<file path="src/rtl/pscl_timer_pkg.sv">
package pscl_timer_pkg;

   localparam int CTRL_W = 5;

   typedef enum logic [1:0] {
      SLOT_RELOAD = 2'd0,
      SLOT_COUNT  = 2'd1,
      SLOT_CTRL   = 2'd2,
      SLOT_ACK    = 2'd3
   } slot_e;

   typedef enum logic [1:0] {
      PS_DIV1   = 2'b00,
      PS_DIVLO  = 2'b01,
      PS_DIVHI  = 2'b10,
      PS_DIV1B  = 2'b11
   } psel_e;

   typedef struct packed {
      logic  en;
      logic  periodic;
      logic  up;
      psel_e psel;
   } ctrl_t;

endpackage

</file>
<file path="src/rtl/pscl_timer_regs.sv">
module pscl_timer_regs
   import pscl_timer_pkg::*;
#(
   parameter int ADDR_W = 6,
   parameter int DATA_W = 32,
   parameter int CNT_W  = 16
) (
   input  logic              clk,
   input  logic              rst_n,
   input  logic [ADDR_W-1:0] bus_addr,
   input  logic              bus_wr,
   input  logic [DATA_W-1:0] bus_wdata,
   input  logic [CNT_W-1:0]  cnt_val,
   output logic [DATA_W-1:0] bus_rdata,
   output ctrl_t             ctrl,
   output logic [CNT_W-1:0]  reload_val,
   output logic              ctrl_wr,
   output logic              ack_wr,
   output logic              start_load
);

   logic        hi_zero;
   logic        hit;
   slot_e       slot;
   ctrl_t       ctrl_q;
   ctrl_t       ctrl_new;
   logic [CNT_W-1:0] reload_q;
   logic        reload_wr;
   logic        unused_wdata_hi;

   generate
      if (ADDR_W > 4) begin : g_hi_addr
         assign hi_zero = ~|bus_addr[ADDR_W-1:4];
      end else begin : g_no_hi_addr
         assign hi_zero = 1'b1;
      end
   endgenerate

   assign hit       = hi_zero && (bus_addr[1:0] == 2'b00);
   assign slot      = slot_e'(bus_addr[3:2]);
   assign ctrl_new  = ctrl_t'(bus_wdata[CTRL_W-1:0]);
   assign reload_wr = bus_wr && hit && (slot == SLOT_RELOAD);
   assign ctrl_wr   = bus_wr && hit && (slot == SLOT_CTRL);
   assign ack_wr    = bus_wr && hit && (slot == SLOT_ACK);
   assign start_load = ctrl_wr && ctrl_new.en && ctrl_new.periodic && !ctrl_q.en;
   assign unused_wdata_hi = ^bus_wdata[DATA_W-1:CNT_W];

   always_ff @(posedge clk) begin
      if (!rst_n) begin
         reload_q <= '0;
         ctrl_q   <= '0;
      end else begin
         if (reload_wr) reload_q <= bus_wdata[CNT_W-1:0];
         if (ctrl_wr)   ctrl_q   <= ctrl_new;
      end
   end

   always_comb begin
      bus_rdata = '0;
      if (hit) begin
         unique case (slot)
            SLOT_RELOAD: bus_rdata = {{(DATA_W-CNT_W){1'b0}}, reload_q};
            SLOT_COUNT:  bus_rdata = {{(DATA_W-CNT_W){1'b0}}, cnt_val};
            SLOT_CTRL:   bus_rdata = {{(DATA_W-CTRL_W){1'b0}}, ctrl_q};
            SLOT_ACK:    bus_rdata = '0;
            default:     bus_rdata = '0;
         endcase
      end
   end

   assign ctrl       = ctrl_q;
   assign reload_val = reload_q;

   // a missed access leaves both writable registers untouched
   a_r2_miss_no_write: assert property (@(posedge clk) disable iff (!rst_n)
      (bus_wr && !hit) |=> ($stable(reload_q) && $stable(ctrl_q)));

   // a reload write lands in the reload register on the next cycle
   a_r2_reload_write: assert property (@(posedge clk) disable iff (!rst_n)
      reload_wr |=> (reload_q == $past(bus_wdata[CNT_W-1:0])));

   // a start load happens only when a disabled timer is enabled
   a_r6_start_from_idle: assert property (@(posedge clk) disable iff (!rst_n)
      start_load |=> (ctrl_q.en && ctrl_q.periodic && !$past(ctrl_q.en)));

endmodule

</file>
<file path="src/rtl/pscl_timer_prescale.sv">
module pscl_timer_prescale
   import pscl_timer_pkg::*;
#(
   parameter int LO_LOG2 = 4,
   parameter int HI_LOG2 = 8
) (
   input  logic  clk,
   input  logic  rst_n,
   input  logic  run,
   input  logic  restart,
   input  psel_e psel,
   output logic  tick
);

   localparam int PW = HI_LOG2;
   localparam logic [PW-1:0] P_ONE = {{(PW-1){1'b0}}, 1'b1};

   logic [PW-1:0] pcnt_q;
   logic [3:0]    hit;

   generate
      for (genvar i = 0; i < 4; i++) begin : g_code
         localparam int L = (i == 1) ? LO_LOG2 : ((i == 2) ? HI_LOG2 : 0);
         if (L == 0) begin : g_every
            assign hit[i] = 1'b1;
         end else begin : g_mask
            assign hit[i] = &pcnt_q[L-1:0];
         end
      end
   endgenerate

   assign tick = run && hit[psel];

   always_ff @(posedge clk) begin
      if (!rst_n) begin
         pcnt_q <= '0;
      end else if (restart || !run) begin
         pcnt_q <= '0;
      end else begin
         pcnt_q <= pcnt_q + P_ONE;
      end
   end

   // a divided setting never ticks in the cycle right after a restart
   a_r3_no_early_tick: assert property (@(posedge clk) disable iff (!rst_n)
      restart |=> (!tick || psel == PS_DIV1 || psel == PS_DIV1B));

   // a stopped prescaler produces no ticks
   a_r3_idle_silent: assert property (@(posedge clk) disable iff (!rst_n)
      !run |-> !tick);

endmodule

</file>
<file path="src/rtl/pscl_timer_counter.sv">
module pscl_timer_counter #(
   parameter int CNT_W = 16
) (
   input  logic             clk,
   input  logic             rst_n,
   input  logic             tick,
   input  logic             up,
   input  logic             periodic,
   input  logic             start_load,
   input  logic             ack,
   input  logic [CNT_W-1:0] reload_val,
   output logic [CNT_W-1:0] cnt,
   output logic             irq,
   output logic             conv_start
);

   localparam logic [CNT_W-1:0] FULL = '1;
   localparam logic [CNT_W-1:0] ZERO = '0;
   localparam logic [CNT_W-1:0] ONE  = {{(CNT_W-1){1'b0}}, 1'b1};

   logic [CNT_W-1:0] cnt_q;
   logic [CNT_W-1:0] wrap_val;
   logic             at_term;
   logic             term;
   logic             irq_q;
   logic             conv_q;

   assign at_term  = up ? (cnt_q == FULL) : (cnt_q == ZERO);
   assign term     = tick && at_term;
   assign wrap_val = periodic ? reload_val : (up ? ZERO : FULL);

   always_ff @(posedge clk) begin
      if (!rst_n) begin
         cnt_q  <= FULL;
         irq_q  <= 1'b0;
         conv_q <= 1'b0;
      end else begin
         conv_q <= term;
         if (start_load) begin
            cnt_q <= reload_val;
         end else if (tick) begin
            if (at_term)  cnt_q <= wrap_val;
            else if (up)  cnt_q <= cnt_q + ONE;
            else          cnt_q <= cnt_q - ONE;
         end
         if (term)      irq_q <= 1'b1;
         else if (ack)  irq_q <= 1'b0;
      end
   end

   assign cnt        = cnt_q;
   assign irq        = irq_q;
   assign conv_start = conv_q;

   // a non-terminal down step subtracts one
   a_r4_down_step: assert property (@(posedge clk) disable iff (!rst_n)
      (tick && !up && !at_term) |=> (cnt_q == $past(cnt_q) - ONE));

   // a non-terminal up step adds one
   a_r5_up_step: assert property (@(posedge clk) disable iff (!rst_n)
      (tick && up && !at_term) |=> (cnt_q == $past(cnt_q) + ONE));

   // a periodic terminal step reloads
   a_r6_reload: assert property (@(posedge clk) disable iff (!rst_n)
      (tick && periodic && at_term) |=> (cnt_q == $past(reload_val)));

   // the interrupt holds until acknowledged
   a_r7_irq_hold: assert property (@(posedge clk) disable iff (!rst_n)
      (irq_q && !ack) |=> irq_q);

   // an acknowledge with no new event clears the interrupt
   a_r7_ack_clears: assert property (@(posedge clk) disable iff (!rst_n)
      (ack && !term) |=> !irq_q);

   // the strobe only appears together with the interrupt
   a_r8_strobe_with_irq: assert property (@(posedge clk) disable iff (!rst_n)
      conv_q |-> irq_q);

   // without a tick or start load the count is frozen
   a_r9_frozen: assert property (@(posedge clk) disable iff (!rst_n)
      (!tick && !start_load) |=> $stable(cnt_q));

endmodule

</file>
<file path="src/rtl/pscl_timer.sv">
module pscl_timer
   import pscl_timer_pkg::*;
#(
   parameter int ADDR_W     = 6,
   parameter int DATA_W     = 32,
   parameter int CNT_W      = 16,
   parameter int PS_LO_LOG2 = 4,
   parameter int PS_HI_LOG2 = 8
) (
   input  logic              clk,
   input  logic              rst_n,
   input  logic [ADDR_W-1:0] bus_addr,
   input  logic              bus_wr,
   input  logic [DATA_W-1:0] bus_wdata,
   output logic [DATA_W-1:0] bus_rdata,
   output logic              irq,
   output logic              conv_start
);

   generate
      if (ADDR_W < 4) begin : g_bad_addr
         $error("pscl_timer: ADDR_W must be at least 4");
      end
      if (CNT_W < CTRL_W) begin : g_bad_cnt
         $error("pscl_timer: CNT_W must be at least CTRL_W");
      end
      if (DATA_W <= CNT_W) begin : g_bad_data
         $error("pscl_timer: DATA_W must exceed CNT_W");
      end
      if (PS_LO_LOG2 < 1 || PS_HI_LOG2 <= PS_LO_LOG2 || PS_HI_LOG2 > 16) begin : g_bad_ps
         $error("pscl_timer: prescale exponents out of range");
      end
   endgenerate

   ctrl_t            ctrl;
   logic [CNT_W-1:0] reload_val;
   logic [CNT_W-1:0] cnt_val;
   logic             ctrl_wr;
   logic             ack_wr;
   logic             start_load;
   logic             tick;

   pscl_timer_regs #(
      .ADDR_W (ADDR_W),
      .DATA_W (DATA_W),
      .CNT_W  (CNT_W)
   ) u_regs (
      .clk        (clk),
      .rst_n      (rst_n),
      .bus_addr   (bus_addr),
      .bus_wr     (bus_wr),
      .bus_wdata  (bus_wdata),
      .cnt_val    (cnt_val),
      .bus_rdata  (bus_rdata),
      .ctrl       (ctrl),
      .reload_val (reload_val),
      .ctrl_wr    (ctrl_wr),
      .ack_wr     (ack_wr),
      .start_load (start_load)
   );

   pscl_timer_prescale #(
      .LO_LOG2 (PS_LO_LOG2),
      .HI_LOG2 (PS_HI_LOG2)
   ) u_prescale (
      .clk     (clk),
      .rst_n   (rst_n),
      .run     (ctrl.en),
      .restart (ctrl_wr),
      .psel    (ctrl.psel),
      .tick    (tick)
   );

   pscl_timer_counter #(
      .CNT_W (CNT_W)
   ) u_counter (
      .clk        (clk),
      .rst_n      (rst_n),
      .tick       (tick),
      .up         (ctrl.up),
      .periodic   (ctrl.periodic),
      .start_load (start_load),
      .ack        (ack_wr),
      .reload_val (reload_val),
      .cnt        (cnt_val),
      .irq        (irq),
      .conv_start (conv_start)
   );

   // nothing is signalled while the timer has never been enabled
   a_r1_quiet_when_off: assert property (@(posedge clk) disable iff (!rst_n)
      (!ctrl.en && !$past(ctrl.en)) |-> !conv_start);

endmodule

</file>
<file path="config.mk">
export PLATFORM = sky130hd
export DESIGN_NAME = pscl_timer
export DESIGN_NICKNAME = d
export VERILOG_FILES = /design/src/rtl/pscl_timer_pkg.sv /design/src/rtl/pscl_timer_regs.sv /design/src/rtl/pscl_timer_prescale.sv /design/src/rtl/pscl_timer_counter.sv /design/src/rtl/pscl_timer.sv
export SDC_FILE = /design/constraint.sdc
export NUM_CORES = 1
export LEC_CHECK = 0
export CAP_MARGIN = 20
export CORE_MARGIN = 2
export CORE_UTILIZATION = 52
export DETAILED_ROUTE_END_ITERATION = 10
export HOLD_SLACK_MARGIN = 0.08
export PLACE_DENSITY_LB_ADDON = 0.2
export SETUP_SLACK_MARGIN = 0.05
export SLEW_MARGIN = 10
export SYNTH_ARGS = -nofsm -noshare
export SYNTH_HDL_FRONTEND = slang
export SYNTH_HIERARCHICAL = 1
export SYNTH_SLANG_ARGS = --single-unit
</file>
<file path="constraint.sdc">
create_clock -name clk -period 2.81 [get_ports clk]
set_input_delay 0.281 -clock clk [delete_from_list [all_inputs] [get_ports clk]]
set_output_delay 0.281 -clock clk [all_outputs]
set_load 0.1 [all_outputs]
</file>
==> impl_metrics.env, run 1 <==
export IMPL_p_comb_frac=0.182
export IMPL_io_pins=75
export IMPL_reg2reg_depth=9
export IMPL_hold_end="u_regs/reload_val[13]"
export IMPL_power_frac_seq=0.508
export IMPL_clkSinkCount=47
export IMPL_cts_setup_buffers=0
export IMPL_rsz0062_at_grt="no"
export IMPL_cpMaxStageDelayCell="o31ai_1"
export IMPL_period_share=0.884
export IMPL_crit_start="u_regs/ctrl[2]"
export IMPL_drv_cap=0
export IMPL_cts_resized=0
export IMPL_critPathLaunchType="register"
export IMPL_min_delay_start="rst_n"
export IMPL_cts_hold_buffers=0
export IMPL_rows=30
export IMPL_hp_class="in -> reg"
export IMPL_place_area_mm2=0.00415
export IMPL_arrival_ns=2.72
export IMPL_synthArstFlopShare=0
export IMPL_postSynthAreaPerCell_um2=7.95
export IMPL_path_class="reg -> reg"
export IMPL_htreeDepth=2
export IMPL_hpwl_um=6880
export IMPL_die_width_um=86.6
export IMPL_clk_latency_ns=0.30
export IMPL_drc_errors=0
export IMPL_grt_max_degree=32
export IMPL_cts_buffers=5
export IMPL_rrSetupSlack_ns=0.33
export IMPL_pwr_share_clk=0.310
export IMPL_fmax_mhz=403
export IMPL_powerDensity_mw_per_mm2=312
export IMPL_antenna_found_initial=0
export IMPL_synth_edf_count=0
export IMPL_fin_crit_ns=2.48
export IMPL_maxSlewViolCount=0
export IMPL_wl_um=9170
export IMPL_num_vias=3354
export IMPL_drtIter0Drc=285
export IMPL_relSlewSlack=0.512
export IMPL_ys_seq_area_frac=0.265
export IMPL_fin_nets=545
export IMPL_fp_dieH_um=86.6
export IMPL_final_setup_tns_ns=0
export IMPL_yosys_warnings=6
export IMPL_cp_cell_sequence="inv_1 > buf_4 > ha_1 > o21a_1 > o211ai_1 > o2bb2ai_2 > o31ai_1 > o32ai_1 > a31oi_1"
export IMPL_fin_skew_ns=0.00923
export IMPL_cts_buffer_depth=2
export IMPL_tightest_slew_ns=0.730
export IMPL_worstSetupEndpointType="register"
export IMPL_whs_ns=0.316
export IMPL_required_ns=3.05
export IMPL_rr_startpoint="u_regs/ctrl[2]"
export IMPL_hold_viol=0
export IMPL_dieArea_mm2=0.00750
export IMPL_crit_fanout=10
export IMPL_layout_setup_ws_ns=0.327
export IMPL_wire_per_inst_um=16.1
export IMPL_ir_drop_v=0.000265
export IMPL_cellInternalPower_w=0.000912
export IMPL_ys_ff_latch=47
export IMPL_grt_pass1_wl_um=14900
export IMPL_dr_pass1_iters=5
export IMPL_synth_cell_types=66
export IMPL_r2r_end="u_counter/cnt[15]"
export IMPL_syn_to_final_growth_pct=19.5
export IMPL_io_buffers=42
export IMPL_via_per_inst=5.89
export IMPL_grt_pass1_vias=3117
export IMPL_synth_cells=446
export IMPL_antenna_cells=0
export IMPL_switching_share=0.310
export IMPL_gp_congestion=0.869
export IMPL_cts_root_buf="clkbuf_8"
export IMPL_core_area_mm2=0.00668
export IMPL_gr_usage_all_layers=0.250
export IMPL_power_switching_w=0.000410
export IMPL_tritoncts="yes"
export IMPL_clk_transition_reported_paths_ns=0.09
export IMPL_max_stage_delay_ns=0.55
export IMPL_setup_viol=0
export IMPL_ys_flop_type="dfxtp_1"
export IMPL_synth_area_mm2=0.00355
export IMPL_layout_drive_gt1_share=0.104
export IMPL_fillCellCount=576
export IMPL_postRouteAntennaNets=0
export IMPL_p_leak_nw=1.72
export IMPL_grt_overflow=0
export IMPL_holdPathStages=3
export IMPL_initial_utilization=0.531
export IMPL_status="finished clean"
export IMPL_dp_slack_ns=0.348
export IMPL_final_area_mm2=0.00424
stage by stage:
stage	cells	total power [W]	util
after global routing	569	0.00137	0.634
final	569	0.00132	0.634
after detailed placement	561	0.000926	0.622
after floorplan	461	0.000880	-
after global placement	561	0.000924	0.622
after CTS	569	0.00133	0.634
cell type report:
type / instances / area, um2 / area share
tap: 80 / 100 / 0.0236
sequential: 47 / 941 / 0.222
clock buffer: 6 / 72.6 / 0.0171
clock inverter: 2 / 12.5 / 0.00295
timing repair buffer: 59 / 698 / 0.165
inverter: 22 / 82.6 / 0.0195
multi-input combinational: 353 / 2330 / 0.550
worst max path at each step:
stage                                    to
final                     u_counter/cnt[15]
after CTS                 u_counter/cnt[13]
after global placement    u_counter/cnt[15]
after floorplan               bus_rdata[10]
after detailed placement  u_counter/cnt[15]
after global routing      u_counter/cnt[13]
kinds of logic after synthesis:
group / Yosys count / synth area share
simple gates: 162 / 0.230
compound gates: 106 / 0.207
buf+inv: 61 / 0.0928
flops: 47 / 0.265
other cells: 1 / 0.00106
xor+xnor: 11 / 0.0272
fa+ha+maj: 16 / 0.0586
mux: 42 / 0.119
synth_stat cells (7+ instances only):
cell,count,share of area
buf_4,17,0.036
nor2_1,30,0.032
clkbuf_1,14,0.015
dfxtp_1,47,0.27
a31oi_1,10,0.018
a21oi_1,25,0.035
mux2i_1,42,0.12
nand2_1,60,0.064
and2_1,7,0.012
or3_1,7,0.012
nor3_1,7,0.0099
o21ai_0,16,0.023
ha_1,15,0.053
xor2_1,7,0.017
inv_1,22,0.023
nand3_1,11,0.016
power by group through the flow:
stage          Combinational (W)  Clock (W)  Sequential [W]
2_1_floorplan           0.000194          0        0.000686
3_3_place_gp            0.000237          0        0.000687
3_5_place_dp            0.000239          0        0.000687
4_1_cts                 0.000239   0.000420        0.000672
5_1_grt                 0.000253   0.000446        0.000672
6_report                0.000241   0.000410        0.000672
critical path, delay by kind of cell, from the launching register on:
kind	cells	cell delay [ns]
AOI/OAI and AO/OA	6	1.41
adders and majority gates	1	0.34
DFF	1	0.36
buffers and inverters	2	0.32
state kept, by name, indices dropped and copies added, names as in the netlist:
register	cells
u_regs/ctrl	5
u_counter/cnt	16
u_prescale/pcnt_q	8
u_counter/irq	1
u_regs/reload_val	16
u_counter/conv_start	1
routing by layer:
| layer | vias to the layer above | track usage | wire, um |
|---|---|---|---|
| met5 | - | 0 | 0 |
| met4 | 0 | 0.0582 | 97 |
| met2 | 119 | 0.396 | 4200 |
| met1 | 1565 | 0.358 | 4340 |
| met3 | 8 | 0.0390 | 534 |
| li1 | 1662 | - | - |
placed cells by master (no fill, tap or decap), drive strengths merged, types with 5 or more instances in the layout:
cell type / count
o21ai: 17
nand2: 61
clkdlybuf4s50: 23
dfxtp: 47
mux2i: 42
a21oi: 26
ha: 15
o22ai: 5
o21a: 5
nand4: 6
nor2: 30
clkbuf: 6
nor2b: 6
inv: 22
nand3: 12
or3: 8
o211ai: 6
nor3: 7
xor2: 7
a21o: 5
conb: 16
o2bb2ai: 6
buf: 36
a31oi: 10
and2: 7
Note: power is estimated with default switching activity, not from simulation.
==> inputs of run 2 (changes only) <==
CORE_UTILIZATION = 40   (was 52)
==> impl_metrics.env, run 2 (same netlist as run 1, synthesis figures left out) <==
export IMPL_switching_share=0.302
export IMPL_cellInternalPower_w=0.000961
export IMPL_cts_setup_buffers=0
export IMPL_core_area_mm2=0.00868
export IMPL_rsz0062_at_grt="no"
export IMPL_status="finished clean"
export IMPL_p_total_w=0.00138
export IMPL_grt_pass1_wl_um=15500
export IMPL_clk_latency_ns=0.30
export IMPL_initial_utilization=0.409
export IMPL_cts_root_buf="clkbuf_8"
export IMPL_power_switching_w=0.000415
export IMPL_fmax_mhz=405
export IMPL_die_width_um=98.2
export IMPL_p_leak_nw=1.73
export IMPL_crit_fanout=10
export IMPL_fin_skew_ns=0.00694
export IMPL_drc_errors=0
export IMPL_rows=34
export IMPL_fp_dieH_um=98.2
export IMPL_critPathLaunchType="register"
export IMPL_required_ns=3.01
export IMPL_fin_crit_ns=2.47
export IMPL_clkSinkCount=47
export IMPL_wl_um=9360
export IMPL_power_frac_seq=0.488
export IMPL_period_share=0.878
export IMPL_cts_hold_buffers=0
export IMPL_grt_max_degree=41
export IMPL_r2r_end="u_counter/cnt[13]"
export IMPL_io_buffers=42
export IMPL_htreeDepth=2
export IMPL_dieArea_mm2=0.00963
export IMPL_p_comb_frac=0.174
export IMPL_holdPathStages=2
export IMPL_fin_nets=546
export IMPL_rrSetupSlack_ns=0.34
export IMPL_relSlewSlack=0.629
export IMPL_path_class="reg -> reg"
export IMPL_syn_to_final_growth_pct=21.3
export IMPL_reg2reg_depth=9
export IMPL_pwr_share_clk=0.338
export IMPL_final_common_cell="nand2_1"
export IMPL_gr_usage_all_layers=0.197
export IMPL_worstSetupEndpointType="register"
export IMPL_arrival_ns=2.67
export IMPL_dr_pass1_iters=5
export IMPL_drtIter0Drc=193
export IMPL_ir_drop_v=0.000186
export IMPL_grt_pass1_vias=3242
export IMPL_gp_congestion=0.865
export IMPL_wire_per_inst_um=15.7
export IMPL_hpwl_um=7210
export IMPL_postRouteAntennaNets=0
export IMPL_maxSlewViolCount=0
export IMPL_hold_end="u_counter/cnt[4]"
export IMPL_place_area_mm2=0.00420
export IMPL_cts_buffer_depth=2
export IMPL_final_setup_tns_ns=0
export IMPL_num_vias=3345
export IMPL_grt_overflow=0
export IMPL_antenna_cells=0
export IMPL_clk_transition_reported_paths_ns=0.09
export IMPL_drv_cap=0
export IMPL_final_cell_mix="nand2_1 (60), dfxtp_1 (47), mux2i_1 (42)"
export IMPL_final_area_mm2=0.00430
export IMPL_hold_viol=0
export IMPL_rr_startpoint="u_regs/ctrl[2]"
export IMPL_layout_drive_gt1_share=0.108
export IMPL_cts_buffers=5
export IMPL_cts_resized=0
export IMPL_via_per_inst=5.59
export IMPL_antenna_found_initial=0
export IMPL_io_pins=75
export IMPL_tightest_slew_ns=0.552
export IMPL_powerDensity_mw_per_mm2=320
export IMPL_min_delay_start="rst_n"
export IMPL_hp_class="in -> reg"
export IMPL_tritoncts="yes"
export IMPL_setup_viol=0
-- run 2: cell count changes in the layout (fill, tap and decap cells not counted), sizes merged --
| cell | delta |
|---|---|
| buf | +1 |
| clkbuf | +1 |
| clkinv | -1 |
-- run 2: area by class of cell --
| cell class | count | area, um2 |
|---|---|---|
| sequential | 47 | 941 |
| inverter | 22 | 82.6 |
| fill | 871 | 4380 |
| tap | 108 | 135 |
| multi-input combinational | 353 | 2330 |
| clock inverter | 1 | 7.51 |
| clock buffer | 7 | 96.3 |
| timing repair buffer | 60 | 706 |
-- run 2: worst max-delay path by stage --
stage	cells past startpoint	end	slack [ns]	from
final	9	u_counter/cnt[13]	0.34	u_regs/ctrl[2]
after global routing	8	u_counter/cnt[14]	0.12	u_counter/cnt[0]
after CTS	9	u_counter/cnt[13]	0.38	u_regs/ctrl[2]
after detailed placement	8	u_counter/cnt[12]	0.34	bus_addr[5]
after global placement	8	u_counter/cnt[12]	0.34	bus_wdata[4]
after floorplan	4	bus_rdata[10]	0.28	bus_addr[5]
-- run 2: power by group through the flow --
stage	Combinational (W)	Sequential [W]	Clock (W)
2_1_floorplan	0.000194	0.000686	0
3_3_place_gp	0.000238	0.000687	0
3_5_place_dp	0.000239	0.000687	0
4_1_cts	0.000240	0.000672	0.000476
5_1_grt	0.000252	0.000673	0.000496
6_report	0.000240	0.000672	0.000465
-- run 2: per-stage QoR --
| step | hold slack (ns) | cells | worst slack [ns] | utilization |
|---|---|---|---|---|
| 4_1_cts | 0.364 | 598 | 0.380 | 0.496 |
| 2_1_floorplan | 0.423 | 461 | 0.276 | - |
| 6_report | 0.370 | 598 | 0.342 | 0.496 |
| 3_3_place_gp | 0.447 | 590 | 0.335 | 0.484 |
| 3_5_place_dp | 0.455 | 590 | 0.336 | 0.484 |
| 5_1_grt | 0.386 | 598 | 0.119 | 0.496 |
-- run 2: metal layers --
metal	vias to the layer above	global-route usage	routed length (um)
li1	1659	-	-
met1	1592	0.278	4520
met2	84	0.327	4320
met3	10	0.0215	403
met4	0	0.0432	111
met5	-	0	0
-- run 2: critical path: stages, from the launching register on --
cell       delay, ns
dfxtp_1         0.35
inv_1           0.12
buf_4           0.20
ha_1            0.36
a21oi_1         0.31
nand2_1         0.10
o2bb2ai_2       0.27
a31oi_1         0.17
xor2_1          0.18
o311a_1         0.30
